[src/rtl/seg_cnt_pkg.sv]
package seg_cnt_pkg;

    // number of segments: one low segment plus as many upper ones as needed
    function automatic int seg_num(input int cw, input int lw, input int sw);
        return 1 + (cw - lw + sw - 1) / sw;
    endfunction

    // bit position of segment i inside the full count
    function automatic int seg_lsb(input int i, input int lw, input int sw);
        return (i == 0) ? 0 : lw + (i - 1) * sw;
    endfunction

    // width of segment i; only the topmost one may be narrower than sw
    function automatic int seg_wid(input int i, input int cw, input int lw, input int sw);
        int rest;
        if (i == 0) return lw;
        rest = cw - seg_lsb(i, lw, sw);
        return (rest < sw) ? rest : sw;
    endfunction

endpackage

[src/rtl/cnt_segment.sv]
module cnt_segment #(
    parameter int W = 8
) (
    input  logic         clk,
    input  logic         rst,
    input  logic         step,
    output logic [W-1:0] val_q
);

    logic [W-1:0] val_d;

    always_comb begin
        val_d = val_q;
        if (step) begin
            val_d = val_q + 1'b1;
        end
    end

    always_ff @(posedge clk) begin
        if (rst) begin
            val_q <= '0;
        end else begin
            val_q <= val_d;
        end
    end

    AST_SEG_STEP: assert property (@(posedge clk) disable iff (rst)
        step |=> val_q == $past(val_q) + W'(1));
    AST_SEG_IDLE: assert property (@(posedge clk) disable iff (rst)
        !step |=> $stable(val_q));

endmodule

[src/rtl/seg_carry.sv]
module seg_carry
    import seg_cnt_pkg::*;
#(
    parameter int CNT_W = 32,
    parameter int LO_W  = 4,
    parameter int SEG_W = 8
) (
    input  logic                                           clk,
    input  logic                                           rst,
    input  logic                                           en,
    input  logic [seg_lsb(seg_num(CNT_W, LO_W, SEG_W) - 1, LO_W, SEG_W)-1:0] low_cnt,
    output logic [seg_num(CNT_W, LO_W, SEG_W)-2:0]         carry_q
);

    localparam int NSEG = seg_num(CNT_W, LO_W, SEG_W);
    localparam int NC   = NSEG - 1;
    localparam logic [LO_W-1:0] LO_NEAR = {LO_W{1'b1}} - 1'b1;

    typedef struct packed {
        logic [NC-1:0] carry;
    } carry_st_t;

    carry_st_t cur_q, nxt_d;
    logic      run;

    // carry k enables segment k+1: set one count before the bits below wrap
    always_comb begin
        nxt_d = cur_q;
        run = (low_cnt[LO_W-1:0] == LO_NEAR);
        nxt_d.carry[0] = en ? run : cur_q.carry[0];
        for (int k = 1; k < NC; k++) begin
            run = run & (&low_cnt[LO_W + (k - 1) * SEG_W +: SEG_W]);
            nxt_d.carry[k] = en ? run : cur_q.carry[k];
        end
    end

    always_ff @(posedge clk) begin
        if (rst) begin
            cur_q <= '0;
        end else begin
            cur_q <= nxt_d;
        end
    end

    assign carry_q = cur_q.carry;

    for (genvar k = 0; k < NC; k++) begin : g_chk
        localparam int TOP = LO_W + k * SEG_W;
        AST_CARRY_ALIGN: assert property (@(posedge clk) disable iff (rst)
            carry_q[k] == (&low_cnt[TOP-1:0]));
    end

endmodule

[src/rtl/term_detect.sv]
module term_detect #(
    parameter int CNT_W = 32
) (
    input  logic             clk,
    input  logic             rst,
    input  logic             en,
    input  logic [CNT_W-1:0] cnt,
    input  logic [CNT_W-1:0] target,
    output logic             flag_q
);

    typedef struct packed {
        logic flag;
    } term_st_t;

    term_st_t cur_q, nxt_d;

    // compare against the value the count will hold after this edge
    always_comb begin
        nxt_d = cur_q;
        if (en) begin
            nxt_d.flag = (cnt == target - 1'b1);
        end else begin
            nxt_d.flag = (cnt == target);
        end
    end

    always_ff @(posedge clk) begin
        if (rst) begin
            cur_q <= '0;
        end else begin
            cur_q <= nxt_d;
        end
    end

    assign flag_q = cur_q.flag;

    AST_FLAG_MATCH: assert property (@(posedge clk) disable iff (rst)
        !rst |=> flag_q == (cnt == $past(target)));

endmodule

[src/rtl/seg_counter.sv]
module seg_counter
    import seg_cnt_pkg::*;
#(
    parameter int CNT_W = 32,
    parameter int LO_W  = 4,
    parameter int SEG_W = 8
) (
    input  logic             clk,
    input  logic             rst,
    input  logic             en,
    input  logic [CNT_W-1:0] target,
    output logic [CNT_W-1:0] count,
    output logic             at_target
);

    localparam int NSEG  = seg_num(CNT_W, LO_W, SEG_W);
    localparam int NC    = NSEG - 1;
    localparam int LOW_W = seg_lsb(NSEG - 1, LO_W, SEG_W);

    logic [NC-1:0] carry;

    seg_carry #(
        .CNT_W (CNT_W),
        .LO_W  (LO_W),
        .SEG_W (SEG_W)
    ) u_carry (
        .clk     (clk),
        .rst     (rst),
        .en      (en),
        .low_cnt (count[LOW_W-1:0]),
        .carry_q (carry)
    );

    for (genvar i = 0; i < NSEG; i++) begin : g_seg
        localparam int LSB = seg_lsb(i, LO_W, SEG_W);
        localparam int WID = seg_wid(i, CNT_W, LO_W, SEG_W);
        logic step;
        logic [WID-1:0] val;
        if (i == 0) begin : g_low
            assign step = en;
        end else begin : g_up
            assign step = en & carry[i-1];
        end
        cnt_segment #(
            .W (WID)
        ) u_seg (
            .clk   (clk),
            .rst   (rst),
            .step  (step),
            .val_q (val)
        );
        assign count[LSB +: WID] = val;
    end

    term_detect #(
        .CNT_W (CNT_W)
    ) u_term (
        .clk    (clk),
        .rst    (rst),
        .en     (en),
        .cnt    (count),
        .target (target),
        .flag_q (at_target)
    );

    AST_CNT_STEP: assert property (@(posedge clk) disable iff (rst)
        en |=> count == $past(count) + 1'b1);
    AST_CNT_HOLD: assert property (@(posedge clk) disable iff (rst)
        !en |=> $stable(count));

endmodule

[config.mk]
export PLATFORM = sky130hd
export DESIGN_NAME = seg_counter
export DESIGN_NICKNAME = d
export VERILOG_FILES = /design/src/rtl/seg_cnt_pkg.sv /design/src/rtl/cnt_segment.sv /design/src/rtl/seg_carry.sv /design/src/rtl/term_detect.sv /design/src/rtl/seg_counter.sv
export SDC_FILE = /design/constraint.sdc
export NUM_CORES = 1
export LEC_CHECK = 0
export ABC_CLOCK_PERIOD_IN_PS = 3000
export BUFFER_PORTS_ARGS = -buffer_cell sky130_fd_sc_hd__buf_2
export CORE_MARGIN = 2
export CORE_UTILIZATION = 44
export CTS_BUF_LIST = sky130_fd_sc_hd__clkbuf_16
export CTS_CLUSTER_DIAMETER = 200
export DETAILED_ROUTE_END_ITERATION = 7
export PLACE_DENSITY = 0.67
export SETUP_SLACK_MARGIN = 0.02
export SLEW_MARGIN = 10
export SYNTH_ARGS = -nofsm -noshare
export SYNTH_HDL_FRONTEND = slang
export SYNTH_SLANG_ARGS = --single-unit
export TNS_END_PERCENT = 1
[constraint.sdc]
create_clock -name clk -period 3 [get_ports clk]
set_clock_uncertainty 0.15 [all_clocks]
set_input_delay 0.3 -clock clk [delete_from_list [all_inputs] [get_ports clk]]
set_output_delay 0.3 -clock clk [all_outputs]
set_load 0.01 [all_outputs]
=== Yosys cells after proc, flatten, opt, wreduce, memory -nomap -nowiden ===
Index checks and enable logic that the tools add are counted.

* Flip-flop bits (word level): 37
* Memory bits (writable): 0
* Latch bits: 0
* Memories kept: 0
* Word-level logic and storage cells: 27
* Bits of input ports: 35
* ROM bits: 0

* Add/subtract/negate cells: 6
* Div/mod/pow operators: 0
* Bitwise operators: 7
* Equal/unequal tests: 3
* Muxes and demuxes: 1
* $mul: 0
* Shifts and indexed selects: 0
* Reductions and logical operators: 3
* $lt $le $gt $ge: 0

{| class="wikitable"
|+ Operators with widths
! cell !! count
|-
| 32-bit equality test || 2
|-
| 32-bit by 1-bit subtractor with 32-bit output (second input constant) || 1
|-
| 8-bit by 1-bit adder with 8-bit output (second input constant) || 3
|-
| 8-bit AND reduction || 3
|-
| 4-bit by 1-bit adder with 4-bit output (second input constant) || 2
|-
| 1-bit bitwise AND || 7
|-
| 4-bit equality test (second input constant) || 1
|-
| 1-bit two-way mux || 1
|}

=== Longest topological paths before layout ===
* Depth in word-level cells: 4
* Mapped depth: 9
* Gate-level depth less buffers: 9

=== Modules after synthesis ===
From an unflattened synthesis, not the netlist that was laid out.

* Cells, all modules: 342
* Area, all modules: 2,822.7 µm²

{| class="wikitable"
|+ By module, submodules not included
! module !! seq. area each (µm²) !! area an instance (µm²) !! times used !! cells an instance
|-
| term_detect || 20.0 || 1,207.4 || 1 || 169
|-
| cnt_segment at g_seg[1].u_seg ... || 160.2 || 339.1 || 3 || 37
|-
| cnt_segment at g_seg[0].u_seg ... || 80.1 || 178.9 || 2 || 16
|-
| seg_carry || 80.1 || 215.2 || 1 || 26
|-
| seg_counter || 0.0 || 25.0 || 1 || 4
|}

=== Worst setup path before layout ===
No wires, ideal clock.

* Path kind: input to register
* Start: input port target[0]
* End: register u_term.cur_q (netlist: u_term.flag_q)
* Setup slack: 565 ps
* Setup time: 88 ps
* Cell stages on the path: 8
* Required time: 2,762 ps
* Path buffers: 1
* Data arrival time: 2,197 ps
* Cells stage by stage: or4b_1 -> buf_2 -> nor3_1 -> mux2_2 -> a31oi_1 -> a2bb2oi_1 -> nand4_1 -> nor4_2

* Longest elaborated chain between the ends: 3
* Elaborated cells on any way between the ends: 4
* Classes of those cells: 1 x add/sub; 2 x eq/ne; 1 x mux

{| class="wikitable"
|+ Ends and longest elaborated chain
! element !! RTL line !! text
|-
| start: declaration || seg_counter.sv:11 || <nowiki>input logic [CNT_W-1:0] target,</nowiki>
|-
| 32-bit by 1-bit subtractor with 32-bit output || term_detect.sv:22 || <nowiki>nxt_d.flag = (cnt == target - 1'b1);</nowiki>
|-
| 32-bit equality test || term_detect.sv:22 ||
|-
| 1-bit two-way mux * || term_detect.sv:21 || <nowiki>if (en) begin</nowiki>
|-
| end signal: assignment || term_detect.sv:32 || <nowiki>cur_q <= nxt_d;</nowiki>
|-
| end: declaration || term_detect.sv:16 || <nowiki>term_st_t cur_q, nxt_d;</nowiki>
|}

Mark *: on every way between the ends. The rest lies on a longest branch, timed or not.
A chain may end at the register's enable or synchronous reset.

=== Worst setup path in the final report ===
Same ends and word-level chain as after synthesis.

==> impl_metrics.ini <==
[synthesis]
synth_top_cell_by_area = dfxtp_1
proportion_of_netlist_area_held_by_the_largest_area_contributor_pct = 25.47
synth.area.top_cells = dfxtp_1 (25%), xor2_1 (8.4%), xnor2_1 (6.6%), nor2_1 (5.8%), nand4_1 (4.1%)
synth_sequential_area_ratio_pct = 25.47
primary_flip_flop_cell_chosen_by_synthesis_mapping = dfxtp_1
netlist_top_cells_count = nor2_1 (45), dfxtp_1 (37), nand2_1 (28), xor2_1 (28), xnor2_1 (22)
synth_area_mm2 = 0.002908
post-synth-top-count-cell = nor2_1
cell_variety_after_synth = 57
synthCells = 376
synth_nets = 418
count_of_flip_flops_with_a_built_in_enable_after_synthesis = 0
synth_warnings = 0
synth.ff_latch_count = 37
synth-async-reset-ratio_pct = 0
mapped_avg_cell_area_um2 = 7.733

[timing]
final_min_period_over_clock_period_pct = 86.49
final_hold_viol_count = 0
max_freq_ghz = 0.3854
final_critical_period_ns = 2.595
final-max-slew-violation-count = 0
worst_slew_pin_slew_ns = 0.5685
count_of_final_setup_violators = 0
rsz0062_at_grt = false
slew_headroom_pct = 61.81
finalSetupTns_ns = 0

[clock_network]
cts_tree = built
cts-resized-gates = 0
post_cts_setup_inserts = 0
cts.path.max_buffers = 2
clk_transition_reported_paths_ns = 0.06
cts-htree-levels = 2
cts_inserted_buffers = 5
cts_root_buffer = clkbuf_16
clock-sinks = 37
holdBufCountCts = 0
clock_latency_ns = 0.28

[setup_path]
critical_path.max_fanout = 5
rr_endpoint = u_term.flag_q$_SDFF_PP0_
critical_path.n_buffers_inverters = 2
crit_path_max_incr_delay_ns = 0.41
reg2regPathDepth = 7
slowest_stage = nor3_1
crit_chain = buf_2 > inv_1 > ha_1 > nand4bb_1 > nor3_1 > xnor2_1 > o2111ai_1 > a2111oi_2 > nand4_1 > nor4_2
worst_setup_path_start_kind = input port
worstPathRequired_ns = 3.04
worstSetupPathDepth = 10
worst_path_dominant_cell_family = simple AND/OR/NAND/NOR gates
timing.critical_path.arrival_ns = 2.64
crit_path_kind = in2reg
rrSetupSlack_ns = 0.84
r2r-start = g_seg[0].u_seg.val_q[0]$_SDFFE_PP0P_
end_kind = flop

[cells_and_area]
final_cells = 514
flow.area_growth_from_synthesis_pct = 18.07
layout.cell_area.non_filler_mm2 = 0.003433
finish.net_count = 478
share_of_final_layout_standard_cells_stronger_than_drive_strength_1_pct = 20.82
fin_util_pct = 53.76
antenna_cells_inserted = 0

[place]
place.gp.congestion = 0.8584
dpl-instance-area_mm2 = 0.003291
dp_hpwl_um = 5773
port_buffers = 67
dp_cells = 506

[global_routing]
maximum_number_of_pins_on_one_net_before_global_route_repair = 37
grtUsageTotal_pct = 21.62
gr-total-overflow = 0
grt_first_pass_wirelength_um = 12820
grt_antenna_before_repair = 0
first_global_vias = 2711

[hold_path]
hold_crit_start = en
min_delay_path_depth = 3
hold_end = g_seg[0].u_seg.val_q[1]$_SDFFE_PP0P_
min-delay-path-class = in2reg

[die]
num_io_pins = 68
area_of_the_die_mm2 = 0.007275
core_region_area_mm2 = 0.006386
die_height_um = 85.30
die-width_um = 85.30
initial_utilization_pct = 45.53
floorplan.rows = 29

[routing]
drt_iter0_markers = 127
routedWlPerCell_um = 14.80
dr_total_vias = 2970
ant_nets = 0
finalWirelength_um = 7608
drt_drc_violations_left = 0
vias_per_cell = 5.778
drtPass1Iterations = 4

[power_and_ir_drop]
cellLeakagePower_nw = 1.356
power.density_cell_area_mw_per_mm2 = 339.9
ir_drop_v = 0.0002762

[flow_run]
timing.max_cap.violations = 0

[status]
run_status = completed
layout make-up:
cell class              instances  area, um2
flip-flops and latches         37      740.7
clock inverters                 3      17.52
fillers                       626       2953
repair buffers                 71      365.4
well taps                      77      96.34
clock buffers                   5      125.1
inverters                      15      56.30
multi-input cells             306       2032
registers in the layout (all words and copies together), names as in the netlist:
signal,cells
g_seg.u_seg.val_q,32
u_carry.carry_q,4
u_term.flag_q,1
logic make-up (layout without fill, tap and decap cells):
logic type / after synthesis / in the layout / synth area share (%)
buf+inv: 33 / 94 / 4.647
mux: 9 / 9 / 3.184
fa+ha+maj: 7 / 7 / 3.012
xor+xnor: 50 / 50 / 15.06
flops: 37 / 37 / 25.47
simple gates: 184 / 184 / 35.67
compound gates: 56 / 56 / 12.95
how the worst max path moves through the flow:
stage / from / end / slack [ns]
final: target[0] / u_term.flag_q$_SDFF_PP0_ / 0.41
after global routing: target[0] / u_term.flag_q$_SDFF_PP0_ / 0.11
after CTS: target[0] / u_term.flag_q$_SDFF_PP0_ / 0.37
after detailed placement: target[0] / u_term.flag_q$_SDFF_PP0_ / 0.12
after global placement: target[0] / u_term.flag_q$_SDFF_PP0_ / 0.11
after floorplan: target[0] / u_term.flag_q$_SDFF_PP0_ / 0.57
per-layer routing:
layer | track usage, % | share of wire, % | up-vias
li1 | - | - | 1484
met1 | 30.22 | 47 | 1410
met2 | 34.09 | 46 | 70
met3 | 3.988 | 5.7 | 6
met4 | 6.061 | 1.2 | 0
met5 | 0 | 0 | -
power breakdown:
part	leakage [nW]	total [mW]	internal, mW	switching, mW
clock	0.0696	0.509	0.304	0.205
sequential	0.298	0.501	0.494	0.00624
combinational	0.988	0.157	0.0621	0.0949
stage by stage:
| step | power, mW | hold WS (ns) | setup slack [ns] |
|---|---|---|---|
| after floorplan | 0.5979 | 0.2907 | 0.5650 |
| after global placement | 0.6647 | 0.2999 | 0.1143 |
| after detailed placement | 0.6666 | 0.3030 | 0.1231 |
| after CTS | 1.182 | 0.3078 | 0.3680 |
| after global routing | 1.217 | 0.3213 | 0.1128 |
| final | 1.167 | 0.3086 | 0.4054 |
worst min-delay path, stage by stage:
cell and delay [ns]:
buf_2 0.08, buf_4 0.21, a211oi_1 0.10
layout by cell type (no fill, tap or decap), types with 7 or more instances in the layout:
cell type / count
nand4_1: 19
a21oi_1: 14
nor3_1: 19
nor4_1: 12
or3_1: 14
dfxtp_1: 37
xnor2_1: 22
nor2_1: 45
inv_1: 15
nand2_1: 28
buf_2: 67
xor2_1: 28
mux2i_1: 7
nand3_1: 9
ha_1: 7
o21ai_0: 12
Note: power is estimated with default switching activity, not from simulation.
